$ cat config.mk
export PLATFORM = sky130hd
export DESIGN_NAME = swi_bank
export DESIGN_NICKNAME = d
export VERILOG_FILES = /design/src/rtl/swi_pkg.sv /design/src/rtl/swi_decode.sv /design/src/rtl/swi_cell.sv /design/src/rtl/swi_rsp.sv /design/src/rtl/swi_bank.sv
export SDC_FILE = /design/constraint.sdc
export NUM_CORES = 1
export LEC_CHECK = 0
export BUFFER_PORTS_ARGS = -buffer_cell sky130_fd_sc_hd__buf_2
export CORE_MARGIN = 2
export CORE_UTILIZATION = 31
export DETAILED_ROUTE_END_ITERATION = 7
export PLACE_DENSITY = 0.84
export SLEW_MARGIN = 5
export SYNTH_ARGS = -nofsm -noshare
export SYNTH_HDL_FRONTEND = slang
export SYNTH_SLANG_ARGS = --single-unit
$ cat constraint.sdc
create_clock -name clk -period 2.7 [get_ports clk]
set_input_delay 0.54 -clock clk [delete_from_list [all_inputs] [get_ports clk]]
set_output_delay 0.54 -clock clk [all_outputs]
set_load 0.02 [all_outputs]
$ cat src/rtl/swi_pkg.sv
package swi_pkg;
    localparam int unsigned WORD_W = 32;

    typedef enum logic {
        MODE_MACHINE    = 1'b0,
        MODE_SUPERVISOR = 1'b1
    } swi_mode_e;

    typedef enum logic {
        CELL_QUIET  = 1'b0,
        CELL_RAISED = 1'b1
    } cell_state_e;
endpackage

$ cat src/rtl/swi_decode.sv
module swi_decode #(
    parameter int unsigned NUM_HARTS = 4,
    parameter int unsigned ADDR_W    = 6
) (
    input  logic                 req,
    input  logic                 we,
    input  logic [ADDR_W-1:0]    addr,
    input  logic                 wbit,
    output logic [NUM_HARTS-1:0] sel,
    output logic [NUM_HARTS-1:0] set_vec,
    output logic [NUM_HARTS-1:0] wzero_vec,
    output logic                 rd_req
);
    localparam int unsigned IDX_W = ADDR_W - 2;

    logic             aligned;
    logic [IDX_W-1:0] idx;

    assign aligned = (addr[1:0] == 2'b00);
    assign idx     = addr[ADDR_W-1:2];

    for (genvar i = 0; i < NUM_HARTS; i++) begin : g_sel
        assign sel[i]       = req && aligned && (idx == IDX_W'(i));
        assign set_vec[i]   = sel[i] && we && wbit;
        assign wzero_vec[i] = sel[i] && we && !wbit;
    end

    assign rd_req = req && !we;
endmodule

$ cat src/rtl/swi_cell.sv
module swi_cell
    import swi_pkg::*;
#(
    parameter swi_mode_e MODE = MODE_MACHINE
) (
    input  logic clk,
    input  logic rst_n,
    input  logic set_i,
    input  logic wzero_i,
    input  logic core_clr_i,
    output logic irq_o
);
    cell_state_e state_q, state_d;
    logic        drop;

    always_ff @(posedge clk or negedge rst_n) begin
        if (!rst_n) state_q <= CELL_QUIET;
        else        state_q <= state_d;
    end

    always_comb begin
        drop    = (MODE == MODE_MACHINE) ? wzero_i : core_clr_i;
        state_d = state_q;
        unique case (state_q)
            CELL_QUIET:  if (set_i)          state_d = CELL_RAISED;
            CELL_RAISED: if (drop && !set_i) state_d = CELL_QUIET;
            default:                         state_d = CELL_QUIET;
        endcase
    end

    always_comb begin
        irq_o = (state_q == CELL_RAISED);
    end

    a_r2_set_raises: assert property (@(posedge clk) disable iff (!rst_n)
        set_i |=> irq_o);
    a_r3_machine_zero_lowers: assert property (@(posedge clk) disable iff (!rst_n)
        (MODE == MODE_MACHINE && wzero_i) |=> !irq_o);
    a_r4_super_zero_ignored: assert property (@(posedge clk) disable iff (!rst_n)
        (MODE == MODE_SUPERVISOR && wzero_i && !core_clr_i && irq_o) |=> irq_o);
    a_r7_core_clear_lowers: assert property (@(posedge clk) disable iff (!rst_n)
        (MODE == MODE_SUPERVISOR && core_clr_i && !set_i) |=> !irq_o);
    a_r8_machine_clr_ignored: assert property (@(posedge clk) disable iff (!rst_n)
        (MODE == MODE_MACHINE && core_clr_i && !wzero_i && irq_o) |=> irq_o);
endmodule

$ cat src/rtl/swi_rsp.sv
module swi_rsp
    import swi_pkg::*;
#(
    parameter int unsigned NUM_HARTS = 4,
    parameter swi_mode_e   MODE      = MODE_MACHINE
) (
    input  logic                 clk,
    input  logic                 rst_n,
    input  logic                 rd_req,
    input  logic [NUM_HARTS-1:0] sel,
    input  logic [NUM_HARTS-1:0] pend,
    output logic                 rvalid,
    output logic [WORD_W-1:0]    rdata
);
    logic [WORD_W-1:0] rdata_d;

    always_comb begin
        rdata_d = '0;
        if (rd_req && MODE == MODE_MACHINE)
            rdata_d = {{(WORD_W-1){1'b0}}, |(sel & pend)};
    end

    always_ff @(posedge clk or negedge rst_n) begin
        if (!rst_n) begin
            rvalid <= 1'b0;
            rdata  <= '0;
        end else begin
            rvalid <= rd_req;
            rdata  <= rdata_d;
        end
    end

    a_r9_rvalid_follows: assert property (@(posedge clk) disable iff (!rst_n)
        rd_req |=> rvalid);
    a_r9_idle_zero: assert property (@(posedge clk) disable iff (!rst_n)
        !rvalid |-> (rdata == '0));
    a_r5_upper_zero: assert property (@(posedge clk) disable iff (!rst_n)
        rdata[WORD_W-1:1] == '0);
    a_r6_super_reads_zero: assert property (@(posedge clk) disable iff (!rst_n)
        (MODE == MODE_SUPERVISOR && rvalid) |-> (rdata == '0));
endmodule

$ cat src/rtl/swi_bank.sv
module swi_bank
    import swi_pkg::*;
#(
    parameter int unsigned NUM_HARTS = 4,
    parameter int unsigned ADDR_W    = 6,
    parameter swi_mode_e   MODE      = MODE_MACHINE
) (
    input  logic                 clk,
    input  logic                 rst_n,
    input  logic                 bus_req,
    input  logic                 bus_we,
    input  logic [ADDR_W-1:0]    bus_addr,
    input  logic [31:0]          bus_wdata,
    output logic                 bus_rvalid,
    output logic [31:0]          bus_rdata,
    input  logic [NUM_HARTS-1:0] core_clr,
    output logic [NUM_HARTS-1:0] sw_irq
);
    logic [NUM_HARTS-1:0] sel, set_vec, wzero_vec;
    logic                 rd_req;
    logic                 unused_wdata_hi;

    assign unused_wdata_hi = ^bus_wdata[WORD_W-1:1];

    swi_decode #(.NUM_HARTS(NUM_HARTS), .ADDR_W(ADDR_W)) u_decode (
        .req       (bus_req),
        .we        (bus_we),
        .addr      (bus_addr),
        .wbit      (bus_wdata[0]),
        .sel       (sel),
        .set_vec   (set_vec),
        .wzero_vec (wzero_vec),
        .rd_req    (rd_req)
    );

    for (genvar h = 0; h < NUM_HARTS; h++) begin : g_hart
        swi_cell #(.MODE(MODE)) u_cell (
            .clk        (clk),
            .rst_n      (rst_n),
            .set_i      (set_vec[h]),
            .wzero_i    (wzero_vec[h]),
            .core_clr_i (core_clr[h]),
            .irq_o      (sw_irq[h])
        );
    end

    swi_rsp #(.NUM_HARTS(NUM_HARTS), .MODE(MODE)) u_rsp (
        .clk    (clk),
        .rst_n  (rst_n),
        .rd_req (rd_req),
        .sel    (sel),
        .pend   (sw_irq),
        .rvalid (bus_rvalid),
        .rdata  (bus_rdata)
    );

    a_r1_misaligned_write_ignored: assert property (@(posedge clk) disable iff (!rst_n)
        (bus_req && bus_we && bus_addr[1:0] != 2'b00 && core_clr == '0)
        |=> (sw_irq == $past(sw_irq)));
endmodule

==> impl_results.md, run 1 <==
* Leakage at ~0.00032 µW
* Clock Tree Buf Depth at 2
* Die Y at approximately 46 µm
* CTS clock-pin slew for the worst setup and hold paths at 0.05 ns
* Root Buffer Master: clkbuf_4
* Clk sink count at 6
* Worst path required time at 2.83 ns
* Final hold violations at 0
* Vias/cell at 3.36
* Share of layout cells above drive strength 1 at approximately a third
* Initial cell density of the core at between 30% and 40%
* Slew Limit Fails at 0
* Placed insts at 94
* Initial antenna violation count at 0
* Multi-input gate area at between 200 and 250 µm²
* Crit path time final at approximately 1.7 ns
* Top-count cell post-synth: buf_4
* Status: finished, final reports clean
* PwrDens at roughly 480 nW/µm²
* Top cell type's share of synthesized area at between 40% and 50%
* Area after DPL at about 520 µm²
* CTS tree: built
* Setup-failing EPs final at 0
* WL met3 at 104 µm
* Post-Syn Area at around 560 µm²
* Routed wire length at 732 µm
* Hold Buf Count CTS at 0
* Largest net degree at the start of global routing at 7
* Setup TNS at 0 ns
* Inserted Diodes at 0
* Worst vdd ir at roughly 0.17 mV
* Final worst-path cycle share at a little under two thirds
* Synth area leaders: buf_4 (47%), dfrtp_1 (27%), mux2_1 (4.1%)
* NumNets Final at 120
* Worst R2R Setup Slack at 1.58 ns
* Buffers added on ports at 16
* Yosys top cell by area: buf_4
* Vias in the first global route at 252
* Die Area at roughly 2100 µm²
* Hold slack final at approximately 0.11 ns
* Via count at around 330
* Fmax at between 500 and 600 MHz
* # rows at 15
* Fraction of registers with async set/reset at 100%
* Setup Buffers After CTS at 0
* Top FF cell, synth: dfrtp_1
* GRT Util Overall at just under 8%
* Sequential fraction of the synthesis area at between 20% and 30%
* Capture point of the worst reg-to-reg path: u_rsp.rdata[0]
* Gpl congestion at 0.689
* Worst-path fanout max at 5
* Grt total ovfl at 0
* Cts repair resizes at 0
* Worst-skew pair later-pin latency at 0.25 ns
* Global-route wire length before repair at 1.04 mm
* TritonCTS buffer count at 3
* Hold WC Path Type: in -> async
* Highest Signal Layer: met4
* Worst Clk Skew at between 0.007 and 0.008 ns
* Final HPWL DP at around 650 µm
* Max cap viols at 0
* H-tree levels at 1
* DRT iter0 DRCs at 1
* Core area at ~1700 µm²
* CP endpoint kind: flip-flop
* DR WL/cell at 7.55 µm
* Final non-filler cell area at between 500 and 600 µm²
* Unrepaired setup endpoints after global routing: no
* Startpoint types: input pin
* Layout area overhead at -2.93%
* Synth Area per Inst at roughly 9.6 µm²
* EDFF count, synth at 0
* Synth unique cells at 14
* # DRC at 0
* Fillers at 190
* Synth Warn # at 0
* Reg area at 150 µm²
* Total power at about 260 µW
* M1 WL at about 250 µm
* Final ANT Viol Nets at 0
* Post-Synthesis Cells at between 50 and 60
* Cells on worst reg2reg path at 2
* Finished Layout Cells at between 90 and 100
* Die Span X at roughly 46 µm
* Critical path type: in -> reg
* Met2 wire length at around 360 µm
* Commonest cells post-synth: buf_4 (35), dfrtp_1 (6)
* Flops & latches, synth at 6
* Drt pass-1 iters at 2
* Critical path arrival at about 1.8 ns
* IO Count at just over 80
-- worst max-delay path, cell delays in order --
cell     delay (ns)
buf_2          0.09
or4_4          0.56
nor4b_2        0.29
mux2_2         0.36
-- cell type report --
type | count | share of cell area (%)
tap | 25 | 5.80
sequential | 6 | 27.8
inverter | 2 | 1.39
multi-input combinational | 45 | 45.9
timing repair buffer | 16 | 14.8
clock buffer | 3 | 4.18
-- worst max path at each step --
stage | from | endpoint | slack (ns) | cells after the start
floorplan | bus_addr[1] | flip-flop | 0.88 | 3
global placement | bus_addr[1] | flip-flop | 0.73 | 4
detailed placement | bus_addr[1] | flip-flop | 0.71 | 4
CTS | bus_addr[1] | flip-flop | 0.97 | 4
global route | bus_addr[1] | flip-flop | 0.88 | 4
finish | bus_addr[1] | flip-flop | 0.98 | 4
-- metrics by stage --
| stage | util (%) | setup slack (ns) |
|---|---|---|
| final | 31.6 | 0.983 |
| after global routing | 31.6 | 0.885 |
| after CTS | 31.6 | 0.967 |
| after detailed placement | 30.3 | 0.706 |
| after global placement | 30.3 | 0.730 |
| after floorplan | - | 0.881 |
-- layer usage --
metal / track usage [%] / vias up
met5: 0 / -
met4: 8.57 / 0
met3: 4.31 / 2
met2: 10.3 / 26
met1: 8.04 / 147
li1: - / 151
-- placed cells by master (no fill, tap or decap) --
cell / count
buf_2: 16
clkbuf_4: 3
conb_1: 31
dfrtp_1: 6
inv_1: 2
mux2_1: 2
mux2_2: 2
mux4_2: 1
nand2_1: 2
nor2_1: 1
nor3_1: 1
nor4_1: 2
nor4b_1: 1
nor4b_2: 1
or4_4: 1
-- report_power, final --
group / switching [µW] / leakage (µW) / internal, µW
clock network: 35.4 / 0.0000138 / 50.5
registers: 3.31 / 0.0000813 / 95.8
logic: 57.8 / 0.000222 / 16.6
total: 96.5 / 0.000318 / 163
-- cell families after synthesis --
kind of cell | share of synthesized area, %
buffers and inverters | 48.6
AND/OR/NAND/NOR | 11.5
flip-flops | 27.0
multiplexers | 12.2
other | 0.675
No activity file was read; power rests on OpenSTA's default activity.
==> run 2, diff against run 1 <==
CORE_ASPECT_RATIO = 0.7   (was unset)
CORE_UTILIZATION = 29   (was 31)
PLACE_DENSITY = 0.8   (was 0.84)
clock period = 1.75 ns   (was 2.7 ns; I/O delays follow)
==> impl_results.md, run 2 (synthesis gave the netlist of run 1 again) <==
* Slowest cell on the critical path: or4_4
* Vias in the first global route at 243 (-3.6%)
* Gpl congestion at 0.674 (-2.2%)
* Worst R2R Setup Slack at 0.65 ns (-0.93 ns)
* IO Count at 83 (unchanged)
* CTS tree: built
* Final non-filler cell area at 546 µm² (+1.2%)
* Area after DPL at 513 µm² (-0.73%)
* Clock Tree Buf Depth at 2 (unchanged)
* Delay of the slowest critical-path stage at 0.57 ns (about the same)
* Largest net degree at the start of global routing at 7 (unchanged)
* H-tree levels at 1 (unchanged)
* Crit path launch: bus_addr[1]
* Fmax at approximately 650 MHz
* # DRC at 0 (unchanged)
* Cts repair resizes at 0 (unchanged)
* Final HPWL DP at 696 µm (+6.7%)
* Hold Buf Count CTS at 1 (+1)
* Final hold violations at 0 (unchanged)
* Die Y at 40.6 µm (-12%)
* Buffers added on ports at 16 (unchanged)
* Grt total ovfl at 0 (unchanged)
* Commonest non-fill, non-tap cell in the layout: conb_1
* Clk sink count at 6 (unchanged)
* Die Span X at 56.3 µm (+22%)
* Worst-skew pair later-pin latency at 0.25 ns (about the same)
* Status: finished, final reports clean
* Setup-failing EPs final at 0 (unchanged)
* Crit path time final at roughly 1.5 ns
* Highest Signal Layer: met4
* Hold WC Path Type: in -> reg
* Critical path arrival at 1.66 ns (-0.18 ns)
* Inserted Diodes at 0 (unchanged)
* Final worst-path cycle share at between 80% and 90%
* GRT Util Overall at 7.54% (-0.23 points)
* DRT iter0 DRCs at 2 (+1)
* Worst Clk Skew at 0.00252 ns (-0.00492 ns)
* Leakage at 0.000322 µW (+1.3%)
* Initial cell density of the core at 30.2% (-2.3 points)
* Unrepaired setup endpoints after global routing: no
* Root Buffer Master: clkbuf_4
* Max cap viols at 0 (unchanged)
* Worst-path fanout max at 5 (unchanged)
* Core area at 1840 µm² (+7.6%)
* Worst path required time at 1.88 ns (-0.95 ns)
* Layout area overhead at -1.80%
* Drt pass-1 iters at 2 (unchanged)
* Share of layout cells above drive strength 1 at 32.9% (-0.46 points)
* Global-route wire length before repair at 1.03 mm (-0.68%)
* CTS clock-pin slew for the worst setup and hold paths at 0.04 ns (about the same)
* Crit path cell chain: buf_2 > or4_4 > nor4_1 > mux2_1
* PwrDens at 726 nW/µm² (+51%)
* Vias/cell at 3.40 (+1.2%)
* Critical path type: in -> reg
* TritonCTS buffer count at 3 (unchanged)
* NumNets Final at 121 (+0.83%)
* Capture point of the worst reg-to-reg path: u_rsp.rdata[0]
* Startpoint types: input pin
* Cells on worst reg2reg path at 2 (unchanged)
* Final ANT Viol Nets at 0 (unchanged)
* Routed wire length at 794 µm (+8.5%)
* Fillers at 196 (+3.2%)
* Slew Limit Fails at 0 (unchanged)
* Worst vdd ir at 0.247 mV (+48%)
* # rows at 13 (-2)
* WL met3 at 98 µm (-5.8%)
* Highest-count cells in the layout ignoring fill and taps: conb_1 (31), buf_2 (16), dfrtp_1 (6)
* DR WL/cell at 8.36 µm (+11%)
* Die Area at 2290 µm² (+6.6%)
* Via count at 323 (-0.92%)
* CP endpoint kind: flip-flop
* M1 WL at 231 µm (-8.7%)
* Met2 wire length at 443 µm (+24%)
* Setup Buffers After CTS at 0 (unchanged)
* Initial antenna violation count at 0 (unchanged)
* Hold slack final at 0.280 ns (+0.175 ns)
## run 2: where the power goes
part	leakage [µW]	switching (µW)	internal, µW
clock	0.0000138	48.6	77.5
sequential	0.0000813	5.37	148
combinational	0.000227	89.5	27.1
## run 2: cell type report
class / count / area [µm²] / share of cell area [%]
Clock buffer: 3 / 22.5 / 4.13
Inverter: 2 / 7.51 / 1.38
Multi-Input combinational cell: 45 / 248 / 45.4
Sequential cell: 6 / 150 / 27.5
Tap cell: 22 / 27.5 / 5.05
Timing Repair Buffer: 17 / 90.1 / 16.5
## run 2: stage by stage
stage / setup TNS [ns] / util, % / setup WS [ns] / power, µW / cells
after global placement: -0.0423 / 27.9 / -0.0201 / 268 / 91
after CTS: 0 / 29.7 / 0.227 / 403 / 95
after global routing: 0 / 29.7 / 0.122 / 422 / 95
after detailed placement: -0.0863 / 27.9 / -0.0306 / 270 / 91
after floorplan: 0 / - / 0.121 / 304 / 88
final: 0 / 29.7 / 0.214 / 396 / 95
## run 2: worst min-delay path by stage
stage / start / endpoint / slack, ns / cells past startpoint
after floorplan: rst_n / async pin / 0.05 / 0
after global placement: rst_n / u_rsp.rvalid / 0.18 / 1
after detailed placement: rst_n / u_rsp.rvalid / 0.18 / 1
after CTS: bus_we / u_rsp.rvalid / 0.28 / 2
after global routing: bus_we / u_rsp.rvalid / 0.29 / 2
final: bus_we / u_rsp.rvalid / 0.28 / 2
## run 2: metal layers
metal / global-route usage (%) / vias up
met5: 0 / -
met4: 7.14 / 0
met3: 6.94 / 4
met2: 12.6 / 19
met1: 5.32 / 146
li1: - / 154
## run 2: critical path: cells and delay by family
| family | cells | cell delay [ns] |
|---|---|---|
| AND/OR/NAND/NOR | 2 | 0.87 |
| buffers and inverters | 1 | 0.09 |
| multiplexers | 1 | 0.35 |
